## src/rtl/satarith_pkg.sv

```systemverilog
package satarith_pkg;
  localparam int CTRL_W      = 8;
  localparam int CTL_SAT_BIT = 1;
  localparam int CTL_SGN_BIT = 6;
  localparam int NUM_WIDTHS  = 4;

  typedef enum logic [1:0] {
    LW_8  = 2'd0,
    LW_16 = 2'd1,
    LW_32 = 2'd2,
    LW_64 = 2'd3
  } lane_w_e;

  function automatic lane_w_e decode_lane(input logic [3:0] nbytes);
    case (nbytes)
      4'd1:    decode_lane = LW_8;
      4'd2:    decode_lane = LW_16;
      4'd4:    decode_lane = LW_32;
      default: decode_lane = LW_64;
    endcase
  endfunction
endpackage

```

## src/rtl/sat_lane.sv

```systemverilog
module sat_lane #(
  parameter int W = 8
) (
  input  logic [W-1:0] a,
  input  logic [W-1:0] b,
  input  logic         do_sub,
  input  logic         sat,
  input  logic         sgn,
  output logic [W-1:0] y
);
  localparam logic [W-1:0] UMAX = {W{1'b1}};
  localparam logic [W-1:0] SMAX = {1'b0, {(W-1){1'b1}}};
  localparam logic [W-1:0] SMIN = {1'b1, {(W-1){1'b0}}};

  logic [W:0]   ext;
  logic [W-1:0] raw;
  logic         cout;
  logic         b_sign;
  logic         ovf;

  always_comb begin
    ext    = {1'b0, a} + {1'b0, b ^ {W{do_sub}}} + {{W{1'b0}}, do_sub};
    raw    = ext[W-1:0];
    cout   = ext[W];
    b_sign = b[W-1] ^ do_sub;
    ovf    = (a[W-1] == b_sign) && (raw[W-1] != a[W-1]);
    y      = raw;
    if (sat) begin
      if (sgn) begin
        if (ovf) y = raw[W-1] ? SMAX : SMIN;
      end else begin
        if (!do_sub && cout) y = UMAX;
        if (do_sub && !cout) y = '0;
      end
    end
  end
endmodule

```

## src/rtl/lane_bank.sv

```systemverilog
module lane_bank #(
  parameter int DATA_W = 64,
  parameter int LANE_W = 8
) (
  input  logic [DATA_W-1:0] a,
  input  logic [DATA_W-1:0] b,
  input  logic              do_sub,
  input  logic              sat,
  input  logic              sgn,
  output logic [DATA_W-1:0] y
);
  localparam int NLANES = DATA_W / LANE_W;

  for (genvar i = 0; i < NLANES; i++) begin : g_lane
    sat_lane #(.W(LANE_W)) u_lane (
      .a      (a[i*LANE_W +: LANE_W]),
      .b      (b[i*LANE_W +: LANE_W]),
      .do_sub (do_sub),
      .sat    (sat),
      .sgn    (sgn),
      .y      (y[i*LANE_W +: LANE_W])
    );
  end
endmodule

```

## src/rtl/rst_sync.sv

```systemverilog
module rst_sync (
  input  logic clk,
  input  logic rst_n,
  output logic rst_s
);
  logic [1:0] stage_q;
  logic [1:0] stage_d;

  always_comb stage_d = {stage_q[0], 1'b1};

  always_ff @(posedge clk or negedge rst_n) begin
    if (!rst_n) stage_q <= '0;
    else        stage_q <= stage_d;
  end

  assign rst_s = stage_q[1];
endmodule

```

## src/rtl/res_reg.sv

```systemverilog
module res_reg #(
  parameter int W = 64
) (
  input  logic         clk,
  input  logic         rst_n,
  input  logic         en,
  input  logic [W-1:0] d,
  output logic         v_q,
  output logic [W-1:0] q
);
  logic [W-1:0] q_nxt;
  logic         v_nxt;

  always_comb begin
    q_nxt = en ? d : q;
    v_nxt = en;
  end

  always_ff @(posedge clk or negedge rst_n) begin
    if (!rst_n) begin
      q   <= '0;
      v_q <= 1'b0;
    end else begin
      q   <= q_nxt;
      v_q <= v_nxt;
    end
  end

  assert_valid_follows_R2: assert property (@(posedge clk) disable iff (!rst_n)
    en |=> v_q);
  assert_valid_drops_R2: assert property (@(posedge clk) disable iff (!rst_n)
    !en |=> !v_q);
  assert_hold_idle_R3: assert property (@(posedge clk) disable iff (!rst_n)
    !en |=> $stable(q));
endmodule

```

## src/rtl/simd_satarith.sv

```systemverilog
module simd_satarith
  import satarith_pkg::*;
#(
  parameter int DATA_W = 64
) (
  input  logic              clk,
  input  logic              rst_n,
  input  logic              op_valid,
  input  logic              op_sub,
  input  logic [3:0]        lane_bytes,
  input  logic [CTRL_W-1:0] ctrl,
  input  logic [DATA_W-1:0] src_a,
  input  logic [DATA_W-1:0] src_b,
  output logic              res_valid,
  output logic [DATA_W-1:0] res_data
);
  localparam int NBYTES = DATA_W / 8;

  logic              rst_s;
  logic              sat;
  logic              sgn;
  lane_w_e           lane_sel;
  logic [DATA_W-1:0] by_w [NUM_WIDTHS];
  logic [DATA_W-1:0] sel_y;
  logic              ctrl_unused;

  rst_sync u_rst (
    .clk   (clk),
    .rst_n (rst_n),
    .rst_s (rst_s)
  );

  always_comb begin
    sat      = ctrl[CTL_SAT_BIT];
    sgn      = ctrl[CTL_SGN_BIT];
    lane_sel = decode_lane(lane_bytes);
    sel_y    = by_w[int'(lane_sel)];
  end

  assign ctrl_unused = ^{ctrl[CTRL_W-1:CTL_SGN_BIT+1],
                         ctrl[CTL_SGN_BIT-1:CTL_SAT_BIT+1], ctrl[0]};

  for (genvar k = 0; k < NUM_WIDTHS; k++) begin : g_width
    lane_bank #(.DATA_W(DATA_W), .LANE_W(8 << k)) u_bank (
      .a      (src_a),
      .b      (src_b),
      .do_sub (op_sub),
      .sat    (sat),
      .sgn    (sgn),
      .y      (by_w[k])
    );
  end

  res_reg #(.W(DATA_W)) u_out (
    .clk   (clk),
    .rst_n (rst_s),
    .en    (op_valid),
    .d     (sel_y),
    .v_q   (res_valid),
    .q     (res_data)
  );

  for (genvar i = 0; i < NBYTES; i++) begin : g_chk
    assert_usat_add_floor_R7: assert property (@(posedge clk) disable iff (!rst_s)
      (op_valid && !op_sub && sat && !sgn && lane_bytes == 4'd1)
      |=> res_data[8*i +: 8] >= $past(src_a[8*i +: 8]));
    assert_usat_sub_ceiling_R8: assert property (@(posedge clk) disable iff (!rst_s)
      (op_valid && op_sub && sat && !sgn && lane_bytes == 4'd1)
      |=> res_data[8*i +: 8] <= $past(src_a[8*i +: 8]));
    assert_ssat_sign_kept_R9: assert property (@(posedge clk) disable iff (!rst_s)
      (op_valid && !op_sub && sat && sgn && lane_bytes == 4'd1 &&
       src_a[8*i+7] == src_b[8*i+7])
      |=> res_data[8*i+7] == $past(src_a[8*i+7]));
  end
endmodule

```

## config.mk

```make
export PLATFORM = sky130hd
export DESIGN_NAME = simd_satarith
export DESIGN_NICKNAME = d
export VERILOG_FILES = /design/src/rtl/satarith_pkg.sv /design/src/rtl/sat_lane.sv /design/src/rtl/lane_bank.sv /design/src/rtl/rst_sync.sv /design/src/rtl/res_reg.sv /design/src/rtl/simd_satarith.sv
export SDC_FILE = /design/constraint.sdc
export NUM_CORES = 1
export LEC_CHECK = 0
export BUFFER_PORTS_ARGS = -buffer_cell sky130_fd_sc_hd__buf_2
export CAP_MARGIN = 20
export CORE_ASPECT_RATIO = 1.2
export CORE_UTILIZATION = 55
export CTS_BUF_LIST = sky130_fd_sc_hd__clkbuf_8 sky130_fd_sc_hd__clkbuf_16
export DETAILED_ROUTE_END_ITERATION = 6
export PLACE_DENSITY = 0.8
export SLEW_MARGIN = 20
export SYNTH_ARGS = -nofsm -noshare
export SYNTH_HDL_FRONTEND = slang
export SYNTH_SLANG_ARGS = --single-unit
```

## constraint.sdc

```tcl
create_clock -name clk -period 2.1 [get_ports clk]
set_clock_uncertainty 0.2 [all_clocks]
set_input_delay 0 -clock clk [delete_from_list [all_inputs] [get_ports clk]]
set_output_delay 0 -clock clk [all_outputs]
set_load 0.005 [all_outputs]
```

==> impl_metrics.py, run 1 <==
metrics = {
    "global_routing": {
        "grt_max_degree": 66,
        "grt_pass1_vias": 34000,
        "grtUsageTotal_pct": 94.92,
        "grt_pass1_wl_um": 215200,
        "gr-total-overflow": 1845,
    },
    "cts": {
        "cts.htree.levels": 3,
        "cts_sinks": 67,
        "cts-root-buf": "clkbuf_16",
        "numCtsBuffers": 9,
        "clockBufferDepth": 2,
    },
    "placed_design": {
        "hpwl_um": 67700,
        "placed_area_sq_mm": 0.02330,
        "preCtsSetupSlack_ns": -2.005,
        "place_inst": 3661,
        "port_buffers": 202,
        "place_congestion": 1.248,
    },
    "logic_synthesis": {
        "async_flop_share_pct": 100.0,
        "ys_types": 89,
        "synth_seq_cells": 67,
        "synth.net_count": 2610,
        "synth_cells": 2392,
        "ys.flop_type": "dfrtp_1",
        "yosysWarningCount": 0,
        "synth_edf_count": 0,
        "avgSynthCellArea_sq_um": 6.600,
        "yosysSeqAreaShare_pct": 10.62,
        "synth_area_sq_mm": 0.01579,
    },
    "floorplan": {
        "dieWidth_um": 156.7,
        "ios": 209,
        "rows": 67,
        "start_util_pct": 56.22,
        "die_height_um": 187.6,
    },
    "run_status": {
        "lastStage": "5_1_grt",
        "error_line": "[ERROR GRT-0116] Global routing finished with congestion. Check the congestion regions in the DRC Viewer.",
        "status": "aborted with a tool error",
    },
}
[routing by layer]
| metal | track usage, % | GRT overflow |
|---|---|---|
| met1 | 86.78 | 32 |
| met2 | 118.2 | 1328 |
| met3 | 76.70 | 43 |
| met4 | 104.8 | 434 |
| met5 | 50.68 | 8 |
[through the flow]
step / TNS [ns] / utilization (%)
after floorplan: -117.74 / -
after global placement: -98.42 / 82.95
after detailed placement: -115.23 / 82.95
after CTS: -71.02 / 90.18
[cell families after synthesis]
family,Yosys count,share of synthesized area [%]
flops,67,10.62
simple gates,745,21.60
other cells,1,0.02375
xor+xnor,229,12.70
fa+ha+maj,114,8.797
compound gates,997,39.59
buf+inv,226,5.841
mux,13,0.8242
[Yosys cell counts (16+ instances only)]
cell type	number	area [sq um]
clkbuf_1	102	382.9
o21a_1	35	262.8
xor2_1	122	1069
nand2_1	219	822.0
o21ai_0	261	1306
a21oi_1	300	1501
o21bai_1	20	150.1
and2_1	24	150.1
ha_1	66	825.8
inv_1	57	214.0
buf_1	16	60.06
nand2b_1	22	137.6
nor3_1	66	330.3
nor2b_1	20	125.1
o22ai_1	23	143.9
xnor2_1	107	937.2
a31oi_1	44	275.3
a21o_1	36	270.3
o31ai_1	20	150.1
nand3_1	38	190.2
o211ai_1	23	172.7
nand4_1	39	244.0
dfrtp_1	67	1677
buf_2	47	235.2
o21ai_1	27	135.1
a211oi_1	29	217.7
nor2_1	250	938.4
a221oi_1	23	201.4
o221ai_1	23	201.4
nor4_1	17	106.4
maj3_1	38	380.4
[timing repair]
action / CTS
hold buffers: 3
endpoints found under the hold margin: 13
pin swaps: 125
gates cloned: 7
buffers inserted: 53
resized for setup: 269
endpoints found under the setup margin: 64
==> inputs of run 2 (changes only) <==
--- a/config.mk
+++ b/config.mk
@@ -7,11 +7,9 @@
 export LEC_CHECK = 0
 export BUFFER_PORTS_ARGS = -buffer_cell sky130_fd_sc_hd__buf_2
 export CAP_MARGIN = 20
-export CORE_ASPECT_RATIO = 1.2
-export CORE_UTILIZATION = 55
-export CTS_BUF_LIST = sky130_fd_sc_hd__clkbuf_8 sky130_fd_sc_hd__clkbuf_16
+export CORE_UTILIZATION = 40
 export DETAILED_ROUTE_END_ITERATION = 6
-export PLACE_DENSITY = 0.8
+export PLACE_DENSITY_LB_ADDON = 0.15
 export SLEW_MARGIN = 20
 export SYNTH_ARGS = -nofsm -noshare
 export SYNTH_HDL_FRONTEND = slang
==> constraint.sdc (replaced) <==
create_clock -name clk -period 2.7 [get_ports clk]
set_clock_uncertainty 0.2 [all_clocks]
set_input_delay 0 -clock clk [delete_from_list [all_inputs] [get_ports clk]]
set_output_delay 0 -clock clk [all_outputs]
set_load 0.005 [all_outputs]
==> run 2 against run 1 <==
Effect of this change: the flow now finishes, with violations (negative setup slack); synthesized area stayed put; synthesized cell count unchanged.
==> impl_metrics.py, run 2 <==
metrics = {
    "floorplan": {
        "rows": 72,
        "design.core.area_sq_mm": 0.03883,
        "dieWidth_um": 200.7,
        "start_util_pct": 40.66,
        "dieArea_sq_mm": 0.04027,
        "die_height_um": 200.7,
        "ios": 209,
    },
    "logic_synthesis": {
        "avgSynthCellArea_sq_um": 6.600,
        "synth_top_area_share_pct": 10.62,
        "synth_edf_count": 0,
        "synth.net_count": 2610,
        "yosysWarningCount": 0,
        "synth_most_common_cell": "a21oi_1",
        "async_flop_share_pct": 100.0,
        "yosysSeqAreaShare_pct": 10.62,
        "ys.flop_type": "dfrtp_1",
        "synthTopCellsByArea": "dfrtp_1 (11%), a21oi_1 (9.5%), o21ai_0 (8.3%)",
        "synthTopCellsByCount": "a21oi_1 (300), o21ai_0 (261), nor2_1 (250)",
        "synth_seq_cells": 67,
        "synth_cells": 2392,
        "ys_types": 89,
        "synth_area_sq_mm": 0.01579,
        "synth_top_cell_by_area": "dfrtp_1",
    },
    "route": {
        "wl_met1_um": 38730,
        "wirelength_um": 91890,
        "dr_wl_met3_um": 10050,
        "viasPerCell": 6.119,
        "dr.first_iter.drc_count": 2949,
        "route.met2.wl_um": 39100,
        "firstDrtPassIters": 6,
        "drc_errors": 0,
        "num_vias": 23950,
        "wl_per_cell_um": 23.48,
        "top_layer_used": "met5",
        "postRouteAntennaNets": 0,
    },
    "timing": {
        "setup_ws_ns": -0.8116,
        "hold_viol_final": 0,
        "setup_viol": 64,
        "min_period_over_period_pct": 130.1,
        "finalMaxSlewViolations": 0,
        "tns_ns": -44.79,
        "max_slew_margin_pct": 20.86,
        "tightestPinTransition_ns": 1.183,
        "grt_setup_unrepaired": "yes",
        "period_needed_ns": 3.512,
        "fmax_mhz": 284.8,
    },
    "global_routing": {
        "grtUsageTotal_pct": 42.55,
        "grt_max_degree": 88,
        "grt_pass1_wl_um": 133400,
        "antenna_found_initial": 1,
        "grt_pass1_vias": 22290,
        "gr-total-overflow": 0,
    },
    "cts": {
        "insertion_delay_ns": 0.35,
        "cts.htree.levels": 3,
        "cts_tree": "yes",
        "numCtsBuffers": 9,
        "clk_pin_slew_ns": 0.06,
        "cts_sinks": 67,
        "cts-root-buf": "clkbuf_16",
        "clockBufferDepth": 2,
    },
    "worst_hold_path": {
        "hold_path_class": "in2reg",
        "worstHoldStart": "lane_bytes[3]",
    },
    "finish": {
        "largest_register_ffs": 64,
        "area_delta_synth_final_pct": 69.35,
        "biggestRegsByFlops": "u_out.q: 64 flops, u_rst.stage_q: 2 flops, u_out.v_q: 1 flops",
        "top_register": "u_out.q",
        "final_util_pct": 68.86,
        "mostFrequentLayoutCell": "buf_4",
        "drive_gt1_share_pct": 44.23,
        "stdcell_count": 3914,
        "nNetsFinal": 3609,
        "final_cell_mix": "buf_4 (853), a21oi_1 (240), nor2_1 (220)",
        "num_antenna_cells": 0,
    },
    "power": {
        "power_frac_comb_pct": 79.2,
        "p_per_area_mw_per_mm2": 510.4,
        "clockPowerShare_pct": 9.4,
        "leakage_nw": 11.79,
        "switching_share_pct": 47.76,
        "power_frac_seq_pct": 11.5,
        "p_int_w": 0.007129,
        "switching_power_w": 0.006517,
        "vdd_drop_max_uv": 341.2,
    },
    "critical_path": {
        "critical_path_required_ns": 2.74,
        "path_max_fanout": 7,
        "start_kind": "input pin",
        "cp_data_arrival_time_ns": 3.55,
        "r2r-start": "u_out.q[53]$_DFFE_PN0P_",
        "critPathLaunch": "op_sub",
        "r2r_slack_ns": 1.34,
        "path_class": "in2reg",
        "end_kind": "flip-flop",
    },
    "placed_design": {
        "place_congestion": 1.049,
        "port_buffers": 202,
        "place_inst": 3785,
        "hpwl_um": 70530,
    },
    "run_status": {
        "violations": "negative setup slack",
        "status": "finished with violations",
    },
    "flow_run": {
        "maxCapViolCount": 0,
    },
}
run 2: cell counts after synthesis:
Identical to the previous run, type by type.
run 2: timing repair:
| item | 4_1_cts | 5_1_grt |
|---|---|---|
| endpoints found under the setup margin | 64 | 64 |
| buffers inserted | 45 | 60 |
| resized for setup | 193 | 293 |
| pin swaps | 69 | 139 |
| hold endpoints to repair | 7 | 0 |
| cloned | 3 | 6 |
| hold buffers | 4 | 0 |
run 2: per-stage QoR:
stage / setup slack, ns / total power (W) / instance area [sq um] / hold slack (ns)
3_5_place_dp: -1.727 / 0.01074 / 23390 / -0.4127
6_report: -0.8116 / 0.01365 / 26740 / 0.03305
2_1_floorplan: -1.315 / 0.006058 / 15970 / -0.4956
5_1_grt: -0.8879 / 0.01431 / 26740 / 0.05649
4_1_cts: -0.6890 / 0.01255 / 24980 / 0.009428
3_3_place_gp: -1.561 / 0.01063 / 23390 / -0.4136
run 2: power by group through the flow:
| stage | Sequential (W) | Combinational, W | Clock (W) |
|---|---|---|---|
| 5_1_grt | 0.00157 | 0.0114 | 0.00131 |
| 3_3_place_gp | 0.00157 | 0.00906 | 0 |
| 2_1_floorplan | 0.00146 | 0.00459 | 0 |
| 3_5_place_dp | 0.00156 | 0.00917 | 0 |
| 6_report | 0.00157 | 0.0108 | 0.00128 |
| 4_1_cts | 0.00155 | 0.00972 | 0.00128 |
run 2: final cells by class:
type	instances	area (sq um)
clock buffer	14	264.0
clock inverter	2	35.03
fill	3388	12090
inverter	57	214.0
multi-input combinational	2100	14960
sequential	67	1680
tap	518	648.1
timing repair buffer	1156	8936
run 2: final timing paths:
check / end / cells past startpoint
worst max-delay path: u_out.q[59]$_DFFE_PN0P_ / 18
worst min-delay path: u_out.q[57]$_DFFE_PN0P_ / 5
worst max register to register: u_out.q[53]$_DFFE_PN0P_ / 4
worst min register to register: u_out.q[0]$_DFFE_PN0P_ / 0
max in group asynchronous: u_out.q[44]$_DFFE_PN0P_ / 1
min in group asynchronous: u_out.q[0]$_DFFE_PN0P_ / 0
run 2: kinds of logic (layout without fill, tap and decap cells):
| logic type | after synthesis | after routing | share of synthesized area [%] |
|---|---|---|---|
| compound gates | 997 | 998 | 39.59 |
| simple gates | 745 | 745 | 21.60 |
| xor+xnor | 229 | 229 | 12.70 |
| buf+inv | 226 | 1229 | 5.841 |
| fa+ha+maj | 114 | 114 | 8.797 |
| flops | 67 | 67 | 10.62 |
| mux | 13 | 13 | 0.8242 |
| other cells | 1 | 1 | 0.02375 |
run 2: worst max-delay path, stage by stage:
cell,delay [ns]
buf_16,0.13
buf_8,0.14
xor2_1,0.15
ha_1,0.31
and2b_1,0.18
o2111a_2,0.29
o31ai_4,0.40
and3_4,0.27
or3_4,0.15
a221oi_4,0.06
buf_4,0.15
or2_4,0.25
o211ai_4,0.28
buf_12,0.17
buf_6,0.10
buf_8,0.13
o31ai_2,0.08
a221o_1,0.29
run 2: routing by layer:
layer  GRT usage [%]  vias to the layer above
met3           7.403                      266
li1                -                    10830
met2           64.69                     1458
met5               0                        -
met1           59.85                    11390
met4           15.46                        2
No activity file was read; power rests on OpenSTA's default activity.
==> inputs of run 3 (changes only) <==
--- a/config.mk
+++ b/config.mk
@@ -5,8 +5,10 @@
 export SDC_FILE = /design/constraint.sdc
 export NUM_CORES = 1
 export LEC_CHECK = 0
+export ABC_AREA = 0
 export BUFFER_PORTS_ARGS = -buffer_cell sky130_fd_sc_hd__buf_2
 export CAP_MARGIN = 20
+export CORE_ASPECT_RATIO = 0.5
 export CORE_UTILIZATION = 40
 export DETAILED_ROUTE_END_ITERATION = 6
 export PLACE_DENSITY_LB_ADDON = 0.15
==> run 3 against run 2 <==
Effect of this change: the run ends with design-rule violations, negative setup slack left; clock power fell by 5%; first-iteration DRC count rose by 0.88%; worst setup slack improved by 0.11 ns; critical path depth rose by 2; global-route usage rose by 0.27 points; sequential power fell by 3%; non-clock buffer count fell by 7; die area rose by 0.12%; via count fell by 0.51%; count of clock-buffer cells in the layout fell by 1.
==> impl_metrics.py, run 3 (synthesis gave the netlist of run 2 again) <==
metrics = {
    "global_routing": {
        "grt_max_degree": 88,
        "grt_pass1_vias": 21890,
        "antenna_found_initial": 0,
        "grt_pass1_wl_um": 132300,
        "gr-total-overflow": 0,
        "grtUsageTotal_pct": 42.82,
    },
    "critical_path": {
        "start_kind": "input pin",
        "cp_data_arrival_time_ns": 3.46,
        "crit_slowest_cell": "ha_1",
        "cpMostUsedCell": "buf_6",
        "path_max_fanout": 6,
        "crit_buf_inv": 7,
        "cp_cell_sequence": "buf_16 > buf_16 > xor2_1 > ha_1 > buf_4 > a21oi_4 > o21ai_2 > a21o_1 > a21oi_2 > buf_4 > o21ai_4 > buf_6 > o21ai_4 > a21oi_4 > buf_6 > o211ai_4 > a21boi_4 > buf_6 > o21a_1 > o32a_1",
        "reg2reg_depth": 4,
        "critical_path_required_ns": 2.76,
        "cp.depth": 20,
        "cp_top_family": "compound AO/OA/AOI/OAI gates",
        "path_class": "in2reg",
        "end_kind": "flip-flop",
        "cpPeakStageDelay_ns": 0.33,
    },
    "finish": {
        "final_cell_mix": "buf_4 (852), a21oi_1 (234), nor2_1 (226)",
        "largest_register_ffs": 64,
        "biggestRegsByFlops": "u_out.q: 64 flops, u_rst.stage_q: 2 flops, u_out.v_q: 1 flops",
        "finalInstanceArea_sq_mm": 0.02661,
        "final_util_pct": 68.48,
        "nNetsFinal": 3603,
        "mostFrequentLayoutCell": "buf_4",
        "area_delta_synth_final_pct": 68.55,
        "drive_gt1_share_pct": 44.19,
        "fill_cells": 3397,
        "top_register": "u_out.q",
        "num_antenna_cells": 0,
    },
    "power": {
        "leakage_nw": 11.70,
        "vdd_drop_max_uv": 301.5,
        "p_per_area_mw_per_mm2": 515.3,
        "p_total_w": 0.01371,
    },
    "route": {
        "wl_per_cell_um": 23.13,
        "viasPerCell": 6.079,
        "num_vias": 23830,
        "postRouteAntennaNets": 0,
        "firstDrtPassIters": 7,
        "dr.first_iter.drc_count": 2975,
        "wirelength_um": 90680,
        "drc_errors": 3,
    },
    "timing": {
        "setup_viol": 64,
        "hold_viol_final": 0,
        "setup_ws_ns": -0.7016,
        "min_period_over_period_pct": 126.0,
        "tns_ns": -37.33,
        "fmax_mhz": 294.0,
        "grt_setup_unrepaired": "yes",
        "fin_hold_ws_ns": 0.02621,
        "period_needed_ns": 3.402,
        "finalMaxSlewViolations": 0,
        "max_slew_margin_pct": 44.48,
        "tightestPinTransition_ns": 0.8297,
    },
    "floorplan": {
        "rows": 51,
        "ios": 209,
        "die_height_um": 142.5,
        "dieWidth_um": 283.0,
        "start_util_pct": 40.63,
        "design.core.area_sq_mm": 0.03886,
        "dieArea_sq_mm": 0.04032,
    },
    "worst_hold_path": {
        "hold_path_class": "in2reg",
        "hold_path_depth": 4,
    },
    "cts": {
        "cts-root-buf": "clkbuf_16",
        "insertion_delay_ns": 0.36,
        "clk_pin_slew_ns": 0.07,
        "numCtsBuffers": 9,
        "cts.htree.levels": 3,
        "clockBufferDepth": 2,
        "cts_sinks": 67,
        "cts_tree": "yes",
    },
    "run_status": {
        "status": "finished with violations",
        "violations": "design-rule violations, negative setup slack",
    },
    "placed_design": {
        "port_buffers": 202,
        "placed_area_sq_mm": 0.02346,
        "hpwl_um": 69050,
        "place_congestion": 1.001,
    },
    "flow_run": {
        "maxCapViolCount": 0,
    },
}
-- run 3: cell type report --
type                            count  area, sq um  area share, %
Timing Repair Buffer             1149         8792          33.04
Clock inverter                      3        15.01        0.05642
Multi-Input combinational cell   2101        15000          56.35
Sequential cell                    67         1680          6.315
Clock buffer                       13        250.2         0.9404
Inverter                           57        214.0         0.8040
Tap cell                          530        663.1          2.492
-- run 3: tightest hold or removal path: stages --
cell and delay [ns]:
buf_4 0.12, buf_12 0.18, nand4_1 0.13, a41oi_2 0.12
-- run 3: final timing paths --
| check | end | startpoint | slack, ns |
|---|---|---|---|
| min reg2reg | u_out.q[10]$_DFFE_PN0P_ | u_rst.stage_q[1]$_DFF_PN0_ | 0.10 |
| max in group asynchronous | u_out.q[38]$_DFFE_PN0P_ | u_rst.stage_q[1]$_DFF_PN0_ | 1.54 |
| min | u_out.q[0]$_DFFE_PN0P_ | ctrl[6] | 0.03 |
| max reg2reg | u_out.q[53]$_DFFE_PN0P_ | u_out.q[53]$_DFFE_PN0P_ | 1.34 |
| min in group asynchronous | u_out.q[10]$_DFFE_PN0P_ | u_rst.stage_q[1]$_DFF_PN0_ | 0.10 |
| max | u_out.q[29]$_DFFE_PN0P_ | op_sub | -0.70 |
-- run 3: metal layers --
layer | global-route usage (%) | wire [um] | up-vias
met5 | 0 | 0 | -
met4 | 14.36 | 3257 | 0
met3 | 10.80 | 10670 | 244
met2 | 64.65 | 37660 | 1456
met1 | 58.96 | 39100 | 11320
li1 | - | - | 10810
-- run 3: timing repair --
action	in CTS	in global routing
gates resized for setup	242	230
endpoints found under the hold margin	5	0
hold buffers	3	0
endpoints found under the setup margin	64	64
pin swaps	108	117
setup buffers	59	41
gates cloned	6	0
-- run 3: through the flow --
step                setup slack, ns  instances
detailed placement           -1.377       3800
finish                      -0.7016       3920
CTS                         -0.6220       3883
global placement             -1.336       3800
floorplan                    -1.315       2392
global route                -0.7681       3920
-- run 3: power by group --
group	switching (W)	internal, W
Combinational	0.00582	0.00515
Clock	0.000571	0.000646
Sequential	0.000255	0.00127
Total	0.00664	0.00707
